==> src/rtl/clock_pkg.sv <==
// Package: shared time types and increment helpers for the 12-hour clock.
// Assumes hours are held in binary 1..12 and minutes/seconds in binary 0..59.
package clock_pkg;

    typedef logic [3:0] hour_t;
    typedef logic [5:0] sixty_t;

    // Next hour value in the 1..12 cycle.
    function automatic hour_t hour_next(input hour_t h);
        return (h == 4'd12) ? 4'd1 : h + 4'd1;
    endfunction

    // Next value of a modulo-60 field.
    function automatic sixty_t sixty_next(input sixty_t v);
        return (v == 6'd59) ? 6'd0 : v + 6'd1;
    endfunction

endpackage

==> src/rtl/clock_timebase.sv <==
// Module: produces the base tick (crystal divider or synchronized external
// edge), the base square wave, the once-per-second pulse and the 1 Hz wave.
// Assumes ext_clk is asynchronous and much slower than clk.
module clock_timebase #(
    parameter int DIV = 4096,
    parameter int TPS = 1024
) (
    input  logic clk,
    input  logic rst_n,
    input  logic ext_sel,
    input  logic ext_clk,
    output logic base_tick,
    output logic base_level,
    output logic sec_tick,
    output logic one_hz
);
    localparam int DW = (DIV > 1) ? $clog2(DIV) : 1;
    localparam int TW = (TPS > 1) ? $clog2(TPS) : 1;

    logic [DW-1:0] div_q;
    logic [TW-1:0] sub_q;
    logic [2:0]    ext_sh;
    logic          div_wrap;
    logic          ext_rise;

    // Free-running oscillator divider.
    always_ff @(posedge clk) begin
        if (!rst_n)        div_q <= '0;
        else if (div_wrap) div_q <= '0;
        else               div_q <= div_q + 1'b1;
    end

    // Two-flop synchronizer plus one stage for edge detection.
    always_ff @(posedge clk) begin
        if (!rst_n) ext_sh <= '0;
        else        ext_sh <= {ext_sh[1:0], ext_clk};
    end

    // Base-tick selection and square-wave output.
    always_comb begin
        div_wrap   = (div_q == DW'(DIV - 1));
        ext_rise   = ext_sh[1] & ~ext_sh[2];
        base_tick  = ext_sel ? ext_rise  : div_wrap;
        base_level = ext_sel ? ext_sh[1] : (div_q >= DW'(DIV / 2));
    end

    // Sub-second tick counter.
    always_ff @(posedge clk) begin
        if (!rst_n) sub_q <= '0;
        else if (base_tick) sub_q <= (sub_q == TW'(TPS - 1)) ? '0 : sub_q + 1'b1;
    end

    // Second pulse and 50% duty colon wave.
    always_comb begin
        sec_tick = base_tick && (sub_q == TW'(TPS - 1));
        one_hz   = (sub_q < TW'(TPS / 2));
    end

endmodule

==> src/rtl/clock_button.sv <==
// Module: debounces one raw button on base ticks and emits one-cycle step
// pulses: one on acceptance, plus an optional hold-to-repeat stream.
// Assumes tick is a one-cycle pulse; DEB >= 1, HOLD > REP >= 1.
module clock_button #(
    parameter int DEB       = 20,
    parameter int HOLD      = 1024,
    parameter int REP       = 512,
    parameter int REPEAT_EN = 1
) (
    input  logic clk,
    input  logic rst_n,
    input  logic tick,
    input  logic raw,
    output logic step
);
    localparam int DBW = $clog2(DEB + 1);

    logic [1:0]     sync_q;
    logic           stable_q;
    logic [DBW-1:0] dcnt_q;
    logic           press_q;
    logic           rep_q;

    // Bring the raw level into the clock domain.
    always_ff @(posedge clk) begin
        if (!rst_n) sync_q <= '0;
        else        sync_q <= {sync_q[0], raw};
    end

    // Accept a level after DEB consecutive differing ticks; pulse on press.
    always_ff @(posedge clk) begin
        if (!rst_n) begin
            stable_q <= 1'b0;
            dcnt_q   <= '0;
            press_q  <= 1'b0;
        end else begin
            press_q <= 1'b0;
            if (tick) begin
                if (sync_q[1] != stable_q) begin
                    if (dcnt_q == DBW'(DEB - 1)) begin
                        stable_q <= sync_q[1];
                        dcnt_q   <= '0;
                        press_q  <= sync_q[1];
                    end else begin
                        dcnt_q <= dcnt_q + 1'b1;
                    end
                end else begin
                    dcnt_q <= '0;
                end
            end
        end
    end

    generate
        if (REPEAT_EN != 0) begin : g_repeat
            localparam int HW = $clog2(HOLD + 1);
            logic [HW-1:0] hcnt_q;

            // Hold timer: first repeat after HOLD ticks, then every REP ticks.
            always_ff @(posedge clk) begin
                if (!rst_n) begin
                    hcnt_q <= '0;
                    rep_q  <= 1'b0;
                end else begin
                    rep_q <= 1'b0;
                    if (!stable_q) begin
                        hcnt_q <= '0;
                    end else if (tick) begin
                        if (hcnt_q == HW'(HOLD - 1)) begin
                            rep_q  <= 1'b1;
                            hcnt_q <= HW'(HOLD - REP);
                        end else begin
                            hcnt_q <= hcnt_q + 1'b1;
                        end
                    end
                end
            end
        end else begin : g_single
            assign rep_q = 1'b0;
        end
    endgenerate

    assign step = press_q | rep_q;

endmodule

==> src/rtl/clock_counter.sv <==
// Module: holds hours (1..12), minutes and seconds and applies, by priority,
// correction, minute step, hour step, then the second tick.
// Assumes step inputs are one-cycle pulses; blank_n gates all three.
module clock_counter
    import clock_pkg::*;
(
    input  logic   clk,
    input  logic   rst_n,
    input  logic   sec_tick,
    input  logic   blank_n,
    input  logic   corr_step,
    input  logic   min_step,
    input  logic   hr_step,
    output hour_t  hours,
    output sixty_t minutes,
    output sixty_t seconds
);

    // Time registers with button priority over the running count.
    always_ff @(posedge clk) begin
        if (!rst_n) begin
            hours   <= 4'd12;
            minutes <= 6'd0;
            seconds <= 6'd0;
        end else if (blank_n && corr_step) begin
            seconds <= 6'd0;
            if (seconds >= 6'd30) begin
                minutes <= sixty_next(minutes);
                if (minutes == 6'd59) hours <= hour_next(hours);
            end
        end else if (blank_n && min_step) begin
            minutes <= sixty_next(minutes);
            seconds <= 6'd0;
        end else if (blank_n && hr_step) begin
            hours <= hour_next(hours);
        end else if (sec_tick) begin
            seconds <= sixty_next(seconds);
            if (seconds == 6'd59) begin
                minutes <= sixty_next(minutes);
                if (minutes == 6'd59) hours <= hour_next(hours);
            end
        end
    end

endmodule

==> src/rtl/twelve_hour_clock.sv <==
// Module: top of the 12-hour timekeeping core. Joins the time base, three
// debounced buttons and the time registers, and drives BCD digits.
// Assumes clk is the oscillator clock; rst_n is the power-on clear.
module twelve_hour_clock
    import clock_pkg::*;
#(
    parameter int OSC_DIV        = 4096,
    parameter int TICKS_PER_SEC  = 1024,
    parameter int DEBOUNCE_TICKS = 20
) (
    input  logic       clk,
    input  logic       rst_n,
    input  logic       ext_sel,
    input  logic       ext_clk,
    input  logic       blank_n,
    input  logic       hour_btn,
    input  logic       min_btn,
    input  logic       corr_btn,
    output logic       hr_tens,
    output logic [3:0] hr_units,
    output logic [2:0] min_tens,
    output logic [3:0] min_units,
    output logic       one_hz,
    output logic       base_out
);
    localparam int HOLD_TICKS = TICKS_PER_SEC;
    localparam int REP_TICKS  = TICKS_PER_SEC / 2;

    logic   base_tick;
    logic   sec_tick;
    logic   min_step;
    logic   hr_step;
    logic   corr_step;
    hour_t  hours_q;
    sixty_t minutes_q;
    sixty_t seconds_q;

    clock_timebase #(.DIV(OSC_DIV), .TPS(TICKS_PER_SEC)) u_base (
        .clk(clk), .rst_n(rst_n), .ext_sel(ext_sel), .ext_clk(ext_clk),
        .base_tick(base_tick), .base_level(base_out),
        .sec_tick(sec_tick), .one_hz(one_hz)
    );

    clock_button #(.DEB(DEBOUNCE_TICKS), .HOLD(HOLD_TICKS), .REP(REP_TICKS),
                   .REPEAT_EN(1)) u_min_btn (
        .clk(clk), .rst_n(rst_n), .tick(base_tick), .raw(min_btn), .step(min_step)
    );

    clock_button #(.DEB(DEBOUNCE_TICKS), .HOLD(HOLD_TICKS), .REP(REP_TICKS),
                   .REPEAT_EN(1)) u_hr_btn (
        .clk(clk), .rst_n(rst_n), .tick(base_tick), .raw(hour_btn), .step(hr_step)
    );

    clock_button #(.DEB(DEBOUNCE_TICKS), .HOLD(HOLD_TICKS), .REP(REP_TICKS),
                   .REPEAT_EN(0)) u_corr_btn (
        .clk(clk), .rst_n(rst_n), .tick(base_tick), .raw(corr_btn), .step(corr_step)
    );

    clock_counter u_time (
        .clk(clk), .rst_n(rst_n), .sec_tick(sec_tick), .blank_n(blank_n),
        .corr_step(corr_step), .min_step(min_step), .hr_step(hr_step),
        .hours(hours_q), .minutes(minutes_q), .seconds(seconds_q)
    );

    // Binary to BCD digit split for the display decoder.
    always_comb begin
        hr_tens   = (hours_q >= 4'd10);
        hr_units  = hr_tens ? hours_q - 4'd10 : hours_q;
        min_tens  = 3'(minutes_q / 6'd10);
        min_units = 4'(minutes_q % 6'd10);
    end

endmodule

==> config.mk <==
export PLATFORM = sky130hd
export DESIGN_NAME = twelve_hour_clock
export DESIGN_NICKNAME = d
export VERILOG_FILES = /design/src/rtl/clock_pkg.sv /design/src/rtl/clock_timebase.sv /design/src/rtl/clock_button.sv /design/src/rtl/clock_counter.sv /design/src/rtl/twelve_hour_clock.sv
export SDC_FILE = /design/constraint.sdc
export NUM_CORES = 1
export LEC_CHECK = 0
export BUFFER_PORTS_ARGS = -buffer_cell sky130_fd_sc_hd__buf_4
export CORE_ASPECT_RATIO = 1.25
export CORE_MARGIN = 2
export CORE_UTILIZATION = 30
export CTS_BUF_LIST = sky130_fd_sc_hd__clkbuf_4
export CTS_CLUSTER_DIAMETER = 50
export CTS_CLUSTER_SIZE = 25
export DETAILED_ROUTE_END_ITERATION = 8
export HOLD_SLACK_MARGIN = 0.15
export PLACE_DENSITY = 0.55
export SLEW_MARGIN = 20
export SYNTH_ARGS = -nofsm -noshare
export SYNTH_HDL_FRONTEND = slang
export SYNTH_SLANG_ARGS = --single-unit
==> constraint.sdc <==
create_clock -name clk -period 2.4 [get_ports clk]
set_input_delay 0.24 -clock clk [delete_from_list [all_inputs] [get_ports clk]]
set_output_delay 0.24 -clock clk [all_outputs]
set_load 0.01 [all_outputs]
==> metrics.txt, run 1 <==
Yosys cell types=53; clk buf depth=2; number of synthesized register bits=92; DR top layer=met4; Detail Route met2 WL=about 4400 um; via count=around 3400; status=complete, no violations; initial antenna violation count=1; Peak VDD IR=0.0002106 V; Hold Fails Final Rpt=0; register area share after synthesis=42.67%; Critical Path, Cell by Cell=nand2b_4 > nand2_2 > nand2_1 > a22o_1 > xnor2_2 > ha_1 > nor2_1 > xor2_1 > buf_4; GR Overflow Total=0; top cell type's share of synthesized area=42.67%; Place WS=0.04371 ns; WP data required=2.16 ns; hold_ws=approximately 0.38 ns; Yosys top cell by area=dfxtp_1; Placement Rows=49; number of synthesized flops with an enable pin=0; Die Y=138.1 um; Port Buf Inserts=21; clock root cell=clkbuf_4; Via-to-Cell Ratio=4.850; crit path time final=2.271 ns; floorplan core area=14220 um2; Skew-Pair Late Insertion Delay=around 0.44 ns; crit share post-route=94.62%; Crit Path Max Fanout=7; final max-slew violation count=0; Final Skew=0.01346 ns; initial core utilization=30.35%; Tightest Pin Transition=0.5468 ns; RSZ-0062 raised after global routing=yes; I/O pin total=22; final worst setup slack=about 0.13 ns; Data arrival, critical path=2.03 ns; path type of the worst min-delay path=in -> reg; Post-DRT Antenna Nets=0; die width=roughly 110 um; Layout area overhead=15.42%; CTS H-tree depth=3; layout cells sized above 1=between 10% and 20%; Async S/R FF share, synth=0%; Post-synth top flop=dfxtp_1; Leakage=approximately 1.8 nW; Ys Warns=0; placed cells=just under 700; syn avg cell area=between 8 and 9 um2; DRT met1 WL=3999 um; first-pass GRT wire length=between 15000 and 20000 um; Fill cells=1458; Critical Path Sink Type=output port; CTS buffer count=9; Worst setup SP type=flop; CP max-delay cell=dfxtp_4; CP peak stage delay=between 0.3 and 0.4 ns; initial detailed-routing violation count=242; DRT Pass-1 Iters=4; Non-Filler Instances=706; Peak Freq=roughly 0.44 GHz; clock tree from TritonCTS=yes; metal3 WL=254 um; Worst-path clk slew=0.13 ns; largest net degree at the start of global routing=38; GRT Total Usage=11.95%; WS Path Type=reg -> out; fin nets=roughly 550; ranking of synthesized cells by area=dfxtp_1 43%, xor2_1 6.7%, nor2_1 6.2%; Post-Synthesis Net Count=518; Detail Placement HPWL=~6300 um; die area=roughly 15000 um2; clock sinks=92; vias in the first global route=3269; Final setup viols=0; placer's final routability congestion estimate=between 0.7 and 0.8; DR WL/cell=12.50 um; Cells after Synth=491; synthesized area=4317 um2; max-cap viol count=0; Final Power=approximately 2.6 mW; Routed Wire Length=8825 um; # DRC=0; PD cells=516.2 nW/um2; slew margin rel.=between 60% and 70%
==> critical path: cells and delay by family, from the launching register on <==
kind	cells	cell delay (ns)
DFF	1	0.39
xor gates and xnor gates	2	0.31
adders and majority gates	1	0.19
buffers and inverters	1	0.13
AOI/OAI and AO/OA	1	0.22
and+or+nand+nor	4	0.37
==> per-layer routing <==
metal	track usage (%)	vias up
met4	6.238	0
met1	14.45	1623
met2	19.93	43
met5	0	-
met3	2.543	14
li1	-	1744
==> what timing repair did <==
action | 4_1_cts | 5_1_grt
pin swaps | 0 | 2
gates cloned | 0 | 1
buffers inserted | 0 | 3
hold buffers | 5 | 0
hold endpoints to repair | 6 | 0
endpoints found under the setup margin | 2 | 23
resized for setup | 4 | 13
==> layout by cell type (no fill, tap or decap), drive strengths merged, types with 3 or more instances in the layout <==
cell	instances
dfxtp	92
nor4b	3
xnor2	24
dlygate4sd3	5
xor2	33
nor4bb	3
and3	7
nand2	51
clkbuf	11
o21ai	14
o21a	3
and2	11
o211ai	3
clkinv	4
nand3b	3
buf	30
a21oi	13
mux2i	4
a31oi	4
or3	6
nand4	26
nor2	72
inv	22
nor3	7
nand3	17
nand2b	5
o311ai	3
ha	19
==> layout make-up <==
class / count / area [um2] / area share (%)
timing repair buffer: 36 / 312.8 / 6.278
antenna: 1 / 2.502 / 0.05023
inverter: 22 / 82.58 / 1.657
multi-input combinational: 361 / 2354 / 47.24
clock inverter: 6 / 78.83 / 1.582
tap: 178 / 222.7 / 4.470
sequential: 92 / 1854 / 37.22
clock buffer: 10 / 75.07 / 1.507
==> report_power, final <==
group          internal, mW  leakage [nW]  switching (mW)
registers              1.54         0.747          0.0117
clock network         0.427        0.0876           0.509
logic                0.0377         0.974          0.0478
total                  2.00          1.81           0.568
==> state kept, by name (all words and copies together), names as in the netlist, 2 cells and up <==
| signal | flops |
|---|---|
| u_min_btn.dcnt_q | 5 |
| u_min_btn.g_repeat.hcnt_q | 11 |
| u_hr_btn.sync_q | 2 |
| u_hr_btn.g_repeat.hcnt_q | 11 |
| u_corr_btn.dcnt_q | 5 |
| u_time.minutes | 6 |
| u_base.sub_q | 10 |
| u_corr_btn.sync_q | 2 |
| u_min_btn.sync_q | 2 |
| u_hr_btn.dcnt_q | 5 |
| u_base.div_q | 12 |
| u_base.ext_sh | 3 |
| u_time.hours | 4 |
| u_time.seconds | 6 |
==> cell usage after synthesis (all sizes together), types with 9 or more instances <==
cell and instances:
nor2 72, inv 22, o21ai 14, xnor2 24, nand4 26, dfxtp 92, xor2 33, and2 11
nand3 17, a21oi 13, ha 19, clkbuf 9, nand2 51
==> kinds of logic after synthesis <==
logic type	Yosys count	synth area share, %
compound gates	60	9.768
xor+xnor	57	11.57
fa+ha+maj	19	5.507
buf+inv	38	3.623
flops	92	42.67
mux	5	1.188
simple gates	220	25.68
==> final timing paths <==
| kind | from | to | slack (ns) | depth (start not counted) |
|---|---|---|---|---|
| min | ext_sel | u_base.sub_q[5] | 0.38 | 5 |
| min reg2reg | u_corr_btn.sync_q[0] | u_corr_btn.sync_q[1] | 0.45 | 1 |
| max | u_time.minutes[3] | min_units[3] | 0.13 | 9 |
| max reg2reg | u_base.div_q[0] | u_base.sub_q[9] | 0.17 | 7 |
==> metrics by stage <==
| step | instance area [um2] | utilization (%) | setup TNS [ns] |
|---|---|---|---|
| floorplan | 4317 | - | 0 |
| global placement | 4681 | 32.91 | 0 |
| detailed placement | 4681 | 32.91 | 0 |
| CTS | 4900 | 34.45 | 0 |
| global route | 4982 | 35.03 | -0.03327 |
| finish | 4982 | 35.03 | 0 |
No activity file was read; power rests on OpenSTA's default activity.
==> run 2: changes to the inputs <==
- CORE_ASPECT_RATIO: 1.25 -> unset
==> run 2 against run 1 <==
Effect of this change:
- critical path depth shrank 1
- non-clock buffer count grew 2
- final area down 0.48%
- flip-flop and latch count stayed put
- clock skew increased by 0.0052 ns
- largest power group unchanged
- critical path type unchanged
==> metrics.txt, run 2 (synthesis gave the netlist of run 1 again) <==
status=complete, no violations; Detail Placement HPWL=5900 um; Port Buf Inserts=21; vias in the first global route=3196; setup TNS=0 ns; initial core utilization=30.86%; PD cells=475.0 nW/um2; die width=between 100 and 150 um; commonest non-fill, non-tap cell in the layout=dfxtp_1; DR WL/cell=11.80 um; Largest regs=u_base.div_q (12), u_hr_btn.g_repeat.hcnt_q (11), u_min_btn.g_repeat.hcnt_q (11); die area=15360 um2; initial antenna violation count=1; Routed Wire Length=around 8400 um; crit share post-route=95.70%; Die Y=124.0 um; CP peak stage delay=between 0.3 and 0.4 ns; max-cap viol count=0; commonest cells after routing, fill and taps aside=87 x dfxtp_1, 70 x nor2_1, 49 x nand2_1; Worst setup SP type=flop; initial detailed-routing violation count=168; clock tree from TritonCTS=yes; # DRC=0; CTS buffer count=9; WS Path Type=reg -> out; Worst-path clk slew=~0.14 ns; placer's final routability congestion estimate=about 0.76; Critical Path Sink Type=output port; slew margin rel.=69.94%; DRT Pass-1 Iters=4; largest reg by FF count=u_base.div_q; Worst R2R Setup Slack=0.20 ns; via count=3367; Final Skew=~0.019 ns; largest net degree at the start of global routing=27; Largest register FFs=12; Critical Path, Cell by Cell=nand2b_4 > nand2_1 > nand2_1 > a22o_1 > xnor2_2 > ha_2 > mux2i_1 > buf_4; Post-DRT Antenna Nets=0; Final setup viols=0; Skew-Pair Late Insertion Delay=0.45 ns; Place WS=0.03170 ns; Layout area overhead=14.87%; clk buf depth=2; Placement Rows=43; Data arrival, critical path=2.06 ns; Fill cells=1414; clock root cell=clkbuf_4; Post-Place Cell Area=roughly 4700 um2; hold_ws=~0.37 ns; Tightest Pin Transition=0.4462 ns; delay-heaviest family, CP=flip-flops; crit path time final=2.297 ns; WP data required=2.16 ns; path type of the worst min-delay path=in -> reg; Final Cell Area=between 4000 and 5000 um2; I/O pin total=22; GR Overflow Total=0; Via-to-Cell Ratio=4.742; GRT Total Usage=11.94%; final max-slew violation count=0; CTS H-tree depth=3; CP most frequent cell=nand2_1; Leakage=1.783 nW; final worst setup slack=0.1033 ns; first-pass GRT wire length=14470 um; worst path bufs/invs=1; Hold Fails Final Rpt=0; Crit Path Max Fanout=6; CP max-delay cell=dfxtp_4; fin nets=551; clock sinks=92; floorplan core area=approximately 14000 um2; layout cells sized above 1=13.42%; Peak VDD IR=0.0002336 V; Peak Freq=0.4354 GHz
run 2: cell count changes in the layout (fill, tap and decap cells not counted), moves of 2 or more:
cell / change
clkinv_2: -3
buf_4: +2
bufinv_16: -2
clkinv_1: +2
clkinv_4: +2
clkinvlp_4: +2
dfxtp_2: -2
run 2: path summary, 6_finish.rpt:
| path | from | end | cells after the start |
|---|---|---|---|
| worst max-delay path | u_time.minutes[3] | min_units[2] | 8 |
| worst min-delay path | ext_sel | u_base.sub_q[5] | 5 |
| worst max register to register | u_base.div_q[1] | u_min_btn.g_repeat.hcnt_q[9] | 8 |
| worst min register to register | u_base.ext_sh[0] | u_base.ext_sh[1] | 1 |
run 2: final cells by class:
| type | count | area (um2) | share of cell area [%] |
|---|---|---|---|
| multi-input combinational | 361 | 2359 | 47.56 |
| inverter | 22 | 82.58 | 1.665 |
| sequential | 92 | 1856 | 37.42 |
| antenna | 1 | 2.502 | 0.05047 |
| timing repair buffer | 38 | 322.8 | 6.510 |
| clock buffer | 9 | 67.56 | 1.363 |
| clock inverter | 7 | 43.79 | 0.8832 |
| tap | 180 | 225.2 | 4.542 |
run 2: metal layers:
layer	part of all wire (%)	GRT usage, %	wire length, um	vias to the layer above
li1	-	-	-	1753
met1	50	15.46	4150	1563
met2	46	18.34	3842	37
met3	2.4	2.427	205	14
met4	2.1	7.093	179	0
met5	0	0	0	-
run 2: where the power goes:
group / internal [mW] / leakage (nW) / switching (mW) / total [mW]
registers: 1.54 / 0.747 / 0.0105 / 1.55
clock network: 0.206 / 0.0546 / 0.511 / 0.717
logic: 0.0412 / 0.981 / 0.0485 / 0.0897
run 2: timing repair:
action / in CTS / in global routing
setup buffers: 0 / 2
pin swaps: 0 / 4
hold buffers: 5 / 0
gates resized for setup: 5 / 15
hold endpoints to repair: 7 / 0
endpoints found under the setup margin: 4 / 22
run 2: tightest hold or removal path: stages:
cell       delay [ns]
buf_4            0.13
or4_4            0.17
a2111oi_4        0.09
xnor2_1          0.13
nor2_1           0.04
run 2: metrics by stage:
stage	power [mW]	utilization, %	std cells
after global placement	1.668	33.78	686
after detailed placement	1.669	33.78	686
after CTS	2.412	35.04	707
final	2.355	35.45	710
after global routing	2.491	35.45	710
after floorplan	1.631	-	491
